<file path="src/rtl/scl_gen_pkg.sv">
package scl_gen_pkg;

  typedef enum logic [1:0] {
    ST_IDLE,
    ST_LOW,
    ST_HWAIT,
    ST_HIGH
  } scl_state_e;

  localparam int MIN_HI   = 6;
  localparam int MIN_LO   = 8;
  localparam int HI_OVH   = 8;
  localparam logic [1:0] SPD_FAST = 2'b10;

endpackage

</file>
<file path="src/rtl/scl_cnt_sel.sv">
module scl_cnt_sel
  import scl_gen_pkg::*;
#(
  parameter int CNT_W = 16
) (
  input  logic [1:0]       speed_i,
  input  logic [CNT_W-1:0] std_hcnt_i,
  input  logic [CNT_W-1:0] std_lcnt_i,
  input  logic [CNT_W-1:0] fast_hcnt_i,
  input  logic [CNT_W-1:0] fast_lcnt_i,
  output logic [CNT_W-1:0] hi_eff_o,
  output logic [CNT_W-1:0] lo_eff_o
);

  localparam int NPH = 2;  // 0: high, 1: low

  logic               fast_sel;
  logic [CNT_W-1:0]   raw [NPH];
  logic [CNT_W-1:0]   eff [NPH];

  assign fast_sel = (speed_i == SPD_FAST);
  assign raw[0]   = fast_sel ? fast_hcnt_i : std_hcnt_i;
  assign raw[1]   = fast_sel ? fast_lcnt_i : std_lcnt_i;

  for (genvar g = 0; g < NPH; g++) begin : g_clamp
    localparam logic [CNT_W-1:0] FLOOR = (g == 0) ? CNT_W'(MIN_HI) : CNT_W'(MIN_LO);
    assign eff[g] = (raw[g] < FLOOR) ? FLOOR : raw[g];
  end

  assign hi_eff_o = eff[0];
  assign lo_eff_o = eff[1];

endmodule

</file>
<file path="src/rtl/scl_phase_fsm.sv">
module scl_phase_fsm
  import scl_gen_pkg::*;
#(
  parameter int CNT_W = 16
) (
  input  logic             clk_i,
  input  logic             rst_ni,
  input  logic             run_i,
  input  logic             scl_i,
  input  logic [CNT_W-1:0] hi_eff_i,
  input  logic [CNT_W-1:0] lo_eff_i,
  output logic             scl_low_o
);

  localparam int CW1 = CNT_W + 1;
  // first sampled-high cycle is spent in ST_HWAIT, counter ends at zero
  localparam logic [CNT_W:0] HI_ADD = CW1'(HI_OVH - 2);

  scl_state_e       state_q, state_d;
  logic [CNT_W:0]   cnt_q, cnt_d;
  logic [CNT_W-1:0] hi_q, hi_d, lo_q, lo_d;

  always_comb begin
    state_d = state_q;
    cnt_d   = cnt_q;
    hi_d    = hi_q;
    lo_d    = lo_q;
    unique case (state_q)
      ST_IDLE: begin
        hi_d = hi_eff_i;
        lo_d = lo_eff_i;
        if (run_i) begin
          state_d = ST_LOW;
          cnt_d   = {1'b0, lo_eff_i};
        end
      end
      ST_LOW: begin
        if (cnt_q == '0) state_d = run_i ? ST_HWAIT : ST_IDLE;
        else             cnt_d   = cnt_q - 1'b1;
      end
      ST_HWAIT: begin
        if (!run_i) begin
          state_d = ST_IDLE;
        end else if (scl_i) begin
          state_d = ST_HIGH;
          cnt_d   = {1'b0, hi_q} + HI_ADD;
        end
      end
      ST_HIGH: begin
        if (!run_i) begin
          state_d = ST_IDLE;
        end else if (cnt_q == '0) begin
          state_d = ST_LOW;
          cnt_d   = {1'b0, lo_q};
        end else begin
          cnt_d = cnt_q - 1'b1;
        end
      end
      default: state_d = ST_IDLE;
    endcase
  end

  always_ff @(posedge clk_i or negedge rst_ni) begin
    if (!rst_ni) begin
      state_q <= ST_IDLE;
      cnt_q   <= '0;
      hi_q    <= CNT_W'(MIN_HI);
      lo_q    <= CNT_W'(MIN_LO);
    end else begin
      state_q <= state_d;
      cnt_q   <= cnt_d;
      hi_q    <= hi_d;
      lo_q    <= lo_d;
    end
  end

  assign scl_low_o = (state_q == ST_LOW);


  lo_len_chk: assert property (@(posedge clk_i) disable iff (!rst_ni)
    (state_q == ST_LOW && cnt_q != '0) |=> (state_q == ST_LOW));


  lo_end_chk: assert property (@(posedge clk_i) disable iff (!rst_ni)
    (state_q == ST_LOW && cnt_q == '0) |=> (state_q != ST_LOW));


  stretch_chk: assert property (@(posedge clk_i) disable iff (!rst_ni)
    (state_q == ST_HWAIT && !scl_i) |=> !scl_low_o);


  no_start_chk: assert property (@(posedge clk_i) disable iff (!rst_ni)
    (!run_i && state_q != ST_LOW) |=> !scl_low_o);


  lo_hold_chk: assert property (@(posedge clk_i) disable iff (!rst_ni)
    (state_q != ST_IDLE) |=> ($stable(lo_q) && $stable(hi_q)));

endmodule

</file>
<file path="src/rtl/scl_gen.sv">
module scl_gen
  import scl_gen_pkg::*;
#(
  parameter int CNT_W = 16
) (
  input  logic             clk_i,
  input  logic             rst_ni,
  input  logic             run_i,
  input  logic [1:0]       speed_i,
  input  logic [CNT_W-1:0] std_hcnt_i,
  input  logic [CNT_W-1:0] std_lcnt_i,
  input  logic [CNT_W-1:0] fast_hcnt_i,
  input  logic [CNT_W-1:0] fast_lcnt_i,
  input  logic             scl_i,
  output logic             scl_low_o
);

  logic [CNT_W-1:0] hi_eff, lo_eff;

  scl_cnt_sel #(.CNT_W(CNT_W)) u_sel (
    .speed_i     (speed_i),
    .std_hcnt_i  (std_hcnt_i),
    .std_lcnt_i  (std_lcnt_i),
    .fast_hcnt_i (fast_hcnt_i),
    .fast_lcnt_i (fast_lcnt_i),
    .hi_eff_o    (hi_eff),
    .lo_eff_o    (lo_eff)
  );

  scl_phase_fsm #(.CNT_W(CNT_W)) u_fsm (
    .clk_i     (clk_i),
    .rst_ni    (rst_ni),
    .run_i     (run_i),
    .scl_i     (scl_i),
    .hi_eff_i  (hi_eff),
    .lo_eff_i  (lo_eff),
    .scl_low_o (scl_low_o)
  );

endmodule

</file>
<file path="config.mk">
export PLATFORM = sky130hd
export DESIGN_NAME = scl_gen
export DESIGN_NICKNAME = d
export VERILOG_FILES = /design/src/rtl/scl_gen_pkg.sv /design/src/rtl/scl_cnt_sel.sv /design/src/rtl/scl_phase_fsm.sv /design/src/rtl/scl_gen.sv
export SDC_FILE = /design/constraint.sdc
export NUM_CORES = 1
export LEC_CHECK = 0
export BUFFER_PORTS_ARGS = -buffer_cell sky130_fd_sc_hd__clkbuf_2
export CORE_UTILIZATION = 50
export CTS_CLUSTER_DIAMETER = 120
export CTS_CLUSTER_SIZE = 14
export DETAILED_ROUTE_END_ITERATION = 10
export GPL_ROUTABILITY_DRIVEN = 0
export PLACE_DENSITY_LB_ADDON = 0.05
export RECOVER_POWER = 50
export SLEW_MARGIN = 20
export SYNTH_ARGS = -nofsm -noshare
export SYNTH_HDL_FRONTEND = slang
export SYNTH_SLANG_ARGS = --single-unit
</file>
<file path="constraint.sdc">
create_clock -name clk_i -period 1.8 [get_ports clk_i]
set_input_delay 0.36 -clock clk_i [delete_from_list [all_inputs] [get_ports clk_i]]
set_output_delay 0.36 -clock clk_i [all_outputs]
set_load 0.01 [all_outputs]
</file>
==> results of run 1 <==
-- state kept, by name (all words and copies together) (netlist names) --
signal	count
u_fsm.cnt_q	17
u_fsm.hi_q	16
u_fsm.lo_q	16
u_fsm.state_q	2
-- cell usage in the layout, fill, tap and decap left out, types with 3 or more instances in the layout --
cell,instances
a21o_1,7
a21oi_1,19
a22o_1,4
a31oi_1,18
a32oi_1,3
buf_4,86
buf_6,4
clkbuf_2,69
clkbuf_8,5
dfrtp_1,48
dfstp_2,3
inv_1,8
mux2i_1,9
nand2_1,80
nand3_1,10
nand4_1,9
nor2_1,38
nor3_1,12
nor4_1,10
o211ai_1,5
o21ai_0,11
o21ai_1,12
o22ai_1,4
o2bb2ai_1,3
xnor2_1,11
xor2_1,6
-- what timing repair did --
| action | CTS | global route |
|---|---|---|
| endpoints found under the hold margin | 9 | 0 |
| gates resized for setup | 20 | 8 |
| endpoints found under the setup margin | 18 | 21 |
| pin swaps | 17 | 4 |
| buffers inserted | 7 | 4 |
| hold buffers | 1 | 0 |
-- logic make-up after synthesis --
logic type                 after synthesis  synth area share, %
DFF                                     51                38.47
muxes                                    9                2.708
and+or+nand+nor                        185                26.40
xor gates and xnor gates                17                4.475
buffers and inverters                   34                4.174
adders and majority gates                2               0.7520
AOI/OAI and AO/OA                      113                23.02
-- worst min-delay path, cell delays in order --
cell and delay (ns):
clkbuf_2 0.09, nand2_1 0.05, a31oi_1 0.07
-- how the worst max path moves through the flow --
stage | slack [ns] | cells past startpoint | end | startpoint
2_1_floorplan | -0.21 | 9 | u_fsm.cnt_q[0] | u_fsm.cnt_q[0]
3_3_place_gp | -0.32 | 8 | u_fsm.cnt_q[3] | std_lcnt_i[7]
3_5_place_dp | -0.32 | 8 | u_fsm.cnt_q[3] | std_lcnt_i[7]
4_1_cts | -0.16 | 9 | u_fsm.cnt_q[9] | u_fsm.cnt_q[1]
5_1_grt | -0.34 | 9 | u_fsm.cnt_q[10] | u_fsm.cnt_q[1]
6_report | -0.26 | 9 | u_fsm.cnt_q[10] | u_fsm.cnt_q[1]
-- layer usage --
metal / wire [um] / track usage [%] / share of wire (%)
met1: 4573 / 42.01 / 42
met2: 5266 / 55.80 / 48
met3: 718 / 4.055 / 6.6
met4: 304 / 9.707 / 2.8
met5: 0 / 0 / 0
-- through the flow --
step | hold slack, ns | setup TNS (ns) | power [uW] | worst slack [ns] | cells
6_report | 0.2819 | -3.029 | 4804 | -0.2557 | 638
3_5_place_dp | 0.3293 | -4.977 | 3660 | -0.3232 | 618
4_1_cts | 0.2812 | -1.865 | 4737 | -0.1645 | 634
5_1_grt | 0.2903 | -6.081 | 5058 | -0.3417 | 638
2_1_floorplan | 0.06441 | -2.234 | 2782 | -0.2092 | 411
3_3_place_gp | 0.3298 | -4.193 | 3604 | -0.3242 | 618
-- area by class of cell --
cell class	instances	area, um2	share of cell area [%]
repair buffers	164	1097	23.41
well taps	77	96.34	2.056
multi-input cells	326	2033	43.38
clock inverters	2	60.06	1.281
flip-flops and latches	51	1280	27.31
inverters	12	47.55	1.014
clock buffers	6	72.57	1.548
-- where the power goes --
part,switching (uW),leakage [uW],internal [uW]
sequential,316,0.000597,1520
combinational,934,0.00149,1070
clock,403,0.0000654,556
total,1650,0.00215,3150
==> reports/results.md, run 1 <==
| Item | Value | Unit |
|---|---|---|
| Net count, final | 632 | - |
| Quantity of I/O buffers inserted on ports | 70 | - |
| Share of Yosys cell area claimed by the top area cell type | 36.10 | % |
| Area leader, netlist | dfrtp_1 | - |
| Routed WL per cell | 17.03 | um |
| CTS clk-pin slew, worst paths | 0.10 | ns |
| P_leak | 0.002151 | uW |
| Buffers plus inverters on the worst setup path | 3 | - |
| Remaining DRCs | 0 | - |
| Initial core utilization | 52.10 | % |
| Number of antenna cells inserted | 0 | - |
| Synthesized area per cell | 8.095 | um2 |
| Core Util, Final | 73.39 | % |
| Areal power density over the cells | 1025 | mW/mm2 |
| Number of warnings issued by yosys | 0 | - |
| Worst max-slew margin expressed relative to the limit | 33.43 | % |
| Buffer cell driving the clock tree root | clkbuf_8 | - |
| Unrepaired setup endpoints after global routing | yes | - |
| Min setup slack post-route | -0.2557 | ns |
| Reg2Reg Setup Slack | -0.26 | ns |
| Post-route antenna net violation count | 0 | - |
| Die height | 83.57 | um |
| Total grt overflow | 0 | - |
| Half-perimeter wire length after placement | 8391 | um |
| Number of cell instances on the worst register-to-register path | 9 | - |
| Total number of clock tree sinks | 51 | - |
| Number of antenna violations at the first check in global routing | 0 | - |
| Die W | 83.57 | um |
| Result of the run | complete, but fails checks | - |
| Final design area excluding fillers | 0.004687 | mm2 |
| Pin count of the biggest net entering global routing | 28 | - |
| Area after DPL | 0.004354 | mm2 |
| Shortest period the worst path allows | 2.056 | ns |
| Startpoint-to-endpoint class of the critical path | flip-flop to flip-flop | - |
| Cell count of the worst hold path | 3 | - |
| Detailed Route WL | 10860 | um |
| Hold Path Class | input pin to flip-flop | - |
| Io pins | 71 | - |
| Worst path cell trace | inv_2 > ha_4 > nor4b_4 > nand3_4 > buf_4 > o21ai_4 > buf_4 > nor2_1 > a311o_1 | - |
| Floorplan Core Area | 0.006386 | mm2 |
| Depth of the CTS H-tree | 2 | - |
| Data required time at the worst endpoint | 2.00 | ns |
| Violation count after the first detailed-route iteration | 321 | - |
| Max-cap violations | 0 | - |
| Most repeated cell in the gate-level netlist after synthesis | nand2_1 | - |
| Via density per instance | 5.929 | - |
| Source-to-sink clock delay at the later pin of the worst-skew pair | 0.32 | ns |
| Most frequent cell on the critical path | buf_4 | - |
| Worst setup SP type | flip-flop | - |
| Top cell types by occurrence after synthesis | nand2_1 (81), dfrtp_1 (48), nor2_1 (39) | - |
| Synthesized netlist net count | 483 | - |
| Crit Reg-Reg Endpoint | u_fsm.cnt_q[10] | - |
| Maximum number of buffers from clock root to sink | 2 | - |
| Synth cell types | 62 | - |
| Arrival time worst endpoint | 2.26 | ns |
| Post-synthesis instance total | 411 | - |
| Via count | 3783 | - |
| Longest individual stage delay on the worst path | 0.40 | ns |
| Router iterations before antenna repair | 5 | - |
| Filler Cell Count | 503 | - |
| Setup crit end kind | flip-flop | - |
| Violations in the final reports | negative setup slack | - |
| Wire length of the first global-routing pass | 17890 | um |
| Min-delay src | std_hcnt_i[13] | - |
| Sequential cell area fraction in the yosys report | 38.47 | % |
| Die Footprint | 0.006984 | mm2 |
| R2R Path Start | u_fsm.cnt_q[1] | - |
| CTS buffer count | 5 | - |
| Clock tree from TritonCTS | built | - |
| Count of final hold-check violations | 0 | - |
| Total routing usage reported by global routing | 32.19 | % |
| Clock skew | 0.008349 | ns |
| Crit share post-route | 114.2 | % |
| Delay-heaviest family, CP | simple AND/OR/NAND/NOR gates | - |
| Endpoint of the worst hold path | u_fsm.hi_q[13] | - |
| Number of enable flip-flop cells after synthesis | 0 | - |
| Mapped Area | 0.003327 | mm2 |
| Area Overhead vs Synth | 40.88 | % |
| Final Slew Violations | 0 | - |
| Fraction of layout instances using a drive strength above 1 | 36.19 | % |
| Primary FF master, synth | dfrtp_1 | - |
| Top post-synthesis cells by area | dfrtp_1 (36%), nand2_1 (9.1%), nor2_1 (4.4%) | - |
| Yosys reg bits | 51 | - |
| Finish-stage setup viols | 18 | - |
| Vias in the first global route | 3719 | - |
| Worst ir drop on vdd | 0.0007365 | V |
| Largest fanout on the critical path | 8 | - |
| Max Clk Rate | 0.4865 | GHz |
| Row count | 29 | - |
| Async SR Flop Fraction | 100.0 | % |
| Slowest library cell on the worst path | dfrtp_1 | - |
| Transition time of the tightest slew-check pin | 0.9986 | ns |
Power figures use the tool's default switching activity.
==> run 2, diff against run 1 <==
- SYNTH_HIERARCHICAL: unset -> 1
- clock period: 1.8 -> 1.7 ns (I/O delays scaled with it)
==> reports/results.md, run 2 <==
| Item | Value | Unit |
|---|---|---|
| Total routing usage reported by global routing | 32.95 | % |
| Number of antenna violations at the first check in global routing | 0 | - |
| Slowest library cell on the worst path | dfrtp_1 | - |
| Post-Place Worst Slack | -0.3196 | ns |
| Clock skew | 0.009185 | ns |
| Buffers plus inverters on the worst setup path | 4 | - |
| Net count, final | 728 | - |
| Async SR Flop Fraction | 100.0 | % |
| Clock tree from TritonCTS | built | - |
| Via density per instance | 5.713 | - |
| Buffer cell driving the clock tree root | clkbuf_8 | - |
| Top post-synthesis cells by area | dfrtp_1 (34%), nand2_1 (20%), xnor2_1 (3.4%) | - |
| Io pins | 71 | - |
| Transition time of the tightest slew-check pin | 1.333 | ns |
| Worst setup SP type | flip-flop | - |
| Die Footprint | 0.007476 | mm2 |
| Worst path cell trace | inv_2 > ha_4 > nor4b_4 > nand4_2 > buf_6 > o21ai_2 > buf_6 > clkinvlp_4 > o21ai_0 > o21ai_1 | - |
| Synth cell types | 59 | - |
| Router iterations before antenna repair | 7 | - |
| Synthesized netlist net count | 559 | - |
| Number of enable flip-flop cells after synthesis | 0 | - |
| Maximum number of buffers from clock root to sink | 2 | - |
| Floorplan Core Area | 0.006832 | mm2 |
| Remaining DRCs | 0 | - |
| Fraction of layout instances using a drive strength above 1 | 39.57 | % |
| Largest registers | u_fsm/cnt_q x17, u_fsm/hi_q x16, u_fsm/lo_q x16 | - |
| Post-route antenna net violation count | 0 | - |
| Unrepaired setup endpoints after global routing | yes | - |
| Wire length of the first global-routing pass | 18860 | um |
| Top cell types by occurrence after synthesis | nand2_1 (193), dfrtp_1 (48), a21oi_1 (23), nor2_1 (23), o21ai_0 (17) | - |
| Startpoint-to-endpoint class of the critical path | flip-flop to flip-flop | - |
| Commonest non-fill, non-tap cell in the layout | nand2_1 | - |
| Number of warnings issued by yosys | 6 | - |
| Core Util, Final | 77.53 | % |
| Total number of clock tree sinks | 51 | - |
| Half-perimeter wire length after placement | 9095 | um |
| Worst max-slew margin expressed relative to the limit | 11.15 | % |
| Hold Path Class | input pin to flip-flop | - |
| Longest individual stage delay on the worst path | 0.40 | ns |
| Sequential cell area fraction in the yosys report | 35.88 | % |
| Data required time at the worst endpoint | 1.89 | ns |
| Primary FF master, synth | dfrtp_1 | - |
| Leading cell types in the layout, fill and taps excluded | nand2_1 (189), buf_4 (100), clkbuf_2 (71), dfrtp_1 (48), nor2_1 (21) | - |
| Switching power | 1811 | uW |
| Part of the total power dissipated in sequential elements | 35.9 | % |
| Shortest period the worst path allows | 2.028 | ns |
| Arrival time worst endpoint | 2.22 | ns |
| CTS buffer count | 5 | - |
| Finish-stage setup viols | 18 | - |
| Initial core utilization | 52.22 | % |
| Min setup slack post-route | -0.3285 | ns |
| Relative contribution of the clock network to total power | 19.5 | % |
| Via count | 4302 | - |
| Crit share post-route | 119.3 | % |
| CTS clk-pin slew, worst paths | 0.10 | ns |
| Combinational share of power | 44.6 | % |
| Area of the multi-input gates | 0.002377 | mm2 |
| Result of the run | complete, but fails checks | - |
| Cell-internal power | 3360 | uW |
| Violations in the final reports | negative setup slack | - |
| Total grt overflow | 0 | - |
| Setup crit end kind | flip-flop | - |
| Quantity of I/O buffers inserted on ports | 70 | - |
| Worst ir drop on vdd | 0.0004046 | V |
| Vias in the first global route | 3932 | - |
| Most frequent cell on the critical path | buf_6 | - |
| Violation count after the first detailed-route iteration | 462 | - |
| Mapped Area | 0.003567 | mm2 |
| Final Slew Violations | 0 | - |
| Area leader, netlist | dfrtp_1 | - |
| Source-to-sink clock delay at the later pin of the worst-skew pair | 0.31 | ns |
| Die W | 86.47 | um |
| Detailed Route WL | 12840 | um |
| Proportion of total power due to net switching | 35.02 | % |
| Die height | 86.47 | um |
| Areal power density over the cells | 976.3 | mW/mm2 |
| Share of Yosys cell area claimed by the top area cell type | 33.67 | % |
| Number of antenna cells inserted | 0 | - |
| Row count | 30 | - |
| Area Overhead vs Synth | 48.47 | % |
| Storage cell area | 0.001280 | mm2 |
| Depth of the CTS H-tree | 2 | - |
| Filler Cell Count | 510 | - |
| Synthesized area per cell | 7.325 | um2 |
| P_leak | 0.002633 | uW |
| Routed WL per cell | 17.05 | um |
| Register with the most flip-flops | u_fsm/cnt_q | - |
| Count of final hold-check violations | 0 | - |
| Post-synthesis instance total | 487 | - |
| Pin count of the biggest net entering global routing | 52 | - |
| Yosys reg bits | 51 | - |
| Max-cap violations | 0 | - |
| Max Clk Rate | 0.4930 | GHz |
| Max FFs per register | 17 | - |
| Worst hold margin | 0.3308 | ns |
| Largest fanout on the critical path | 7 | - |
| Most repeated cell in the gate-level netlist after synthesis | nand2_1 | - |
| Quantity of hold-fixing buffers added after cts | 0 | - |
| Total Power | 5171 | uW |
| Delay-heaviest family, CP | buffers and inverters | - |
## run 2: changes by cell type after synthesis, moves of 5 or more
cell	previous run	this run
a31oi_1	18	1
mux2i_1	9	1
nand2_1	81	193
nor2_1	39	23
o21ai_0	22	17
## run 2: through the flow
stage	cells	TNS [ns]	area, um2
final	753	-3.860	5296
after global routing	753	-6.041	5296
after CTS	749	-2.870	5050
after detailed placement	736	-4.014	4771
after global placement	736	-3.317	4771
after floorplan	487	-3.817	3582
## run 2: worst min-delay path, cell delays in order
cell and delay (ns):
clkbuf_2 0.09, nand2_1 0.04, nand2_1 0.05, nand2_1 0.04, nand2_1 0.05
## run 2: routing by layer
| layer | GRT usage [%] | up-vias | routed length (um) |
|---|---|---|---|
| met5 | 0 | - | 0 |
| met4 | 10.61 | 0 | 458 |
| met3 | 3.714 | 56 | 956 |
| met2 | 57.29 | 268 | 6238 |
| met1 | 42.94 | 1973 | 5188 |
| li1 | - | 2005 | - |
## run 2: worst paths after layout
| path | slack, ns | depth (start not counted) | to | start |
|---|---|---|---|---|
| setup / recovery | -0.33 | 10 | u_fsm/cnt_q[11] | u_fsm/cnt_q[0] |
| hold / removal | 0.33 | 5 | u_fsm/hi_q[10] | fast_hcnt_i[10] |
| setup reg to reg | -0.33 | 10 | u_fsm/cnt_q[11] | u_fsm/cnt_q[0] |
| hold reg to reg | 0.49 | 2 | u_fsm/lo_q[3] | u_fsm/lo_q[3] |
| max in group asynchronous | 0.49 | 2 | u_fsm/hi_q[12] | rst_ni |
| min in group asynchronous | 0.39 | 2 | u_fsm/state_q[0] | rst_ni |
## run 2: repair_timing
| action | in CTS | in global routing |
|---|---|---|
| setup buffers | 5 | 4 |
| endpoints found under the setup margin | 32 | 33 |
| gates cloned | 0 | 1 |
| pin swaps | 21 | 24 |
| resized for setup | 31 | 47 |
## run 2: logic make-up after synthesis
family / synth area share [%]
xor+xnor: 5.893
compound gates: 15.82
simple gates: 35.39
mux: 1.122
flops: 35.88
fa+ha+maj: 0.7014
buf+inv: 5.191
## run 2: power by group through the flow
stage	combinational (uW)	sequential (uW)	clock, uW
2_1_floorplan	944	1870	0
5_1_grt	2490	1880	1060
3_3_place_gp	1900	1820	0
6_report	2310	1860	1010
4_1_cts	2050	1820	1010
3_5_place_dp	1960	1830	0
## run 2: area by class of cell
| type | instances | area share, % |
|---|---|---|
| clock buffer | 5 | 1.299 |
| clock inverter | 3 | 1.276 |
| inverter | 14 | 1.063 |
| multi-input combinational | 397 | 44.89 |
| sequential | 51 | 24.17 |
| tap | 96 | 2.268 |
| timing repair buffer | 187 | 25.04 |
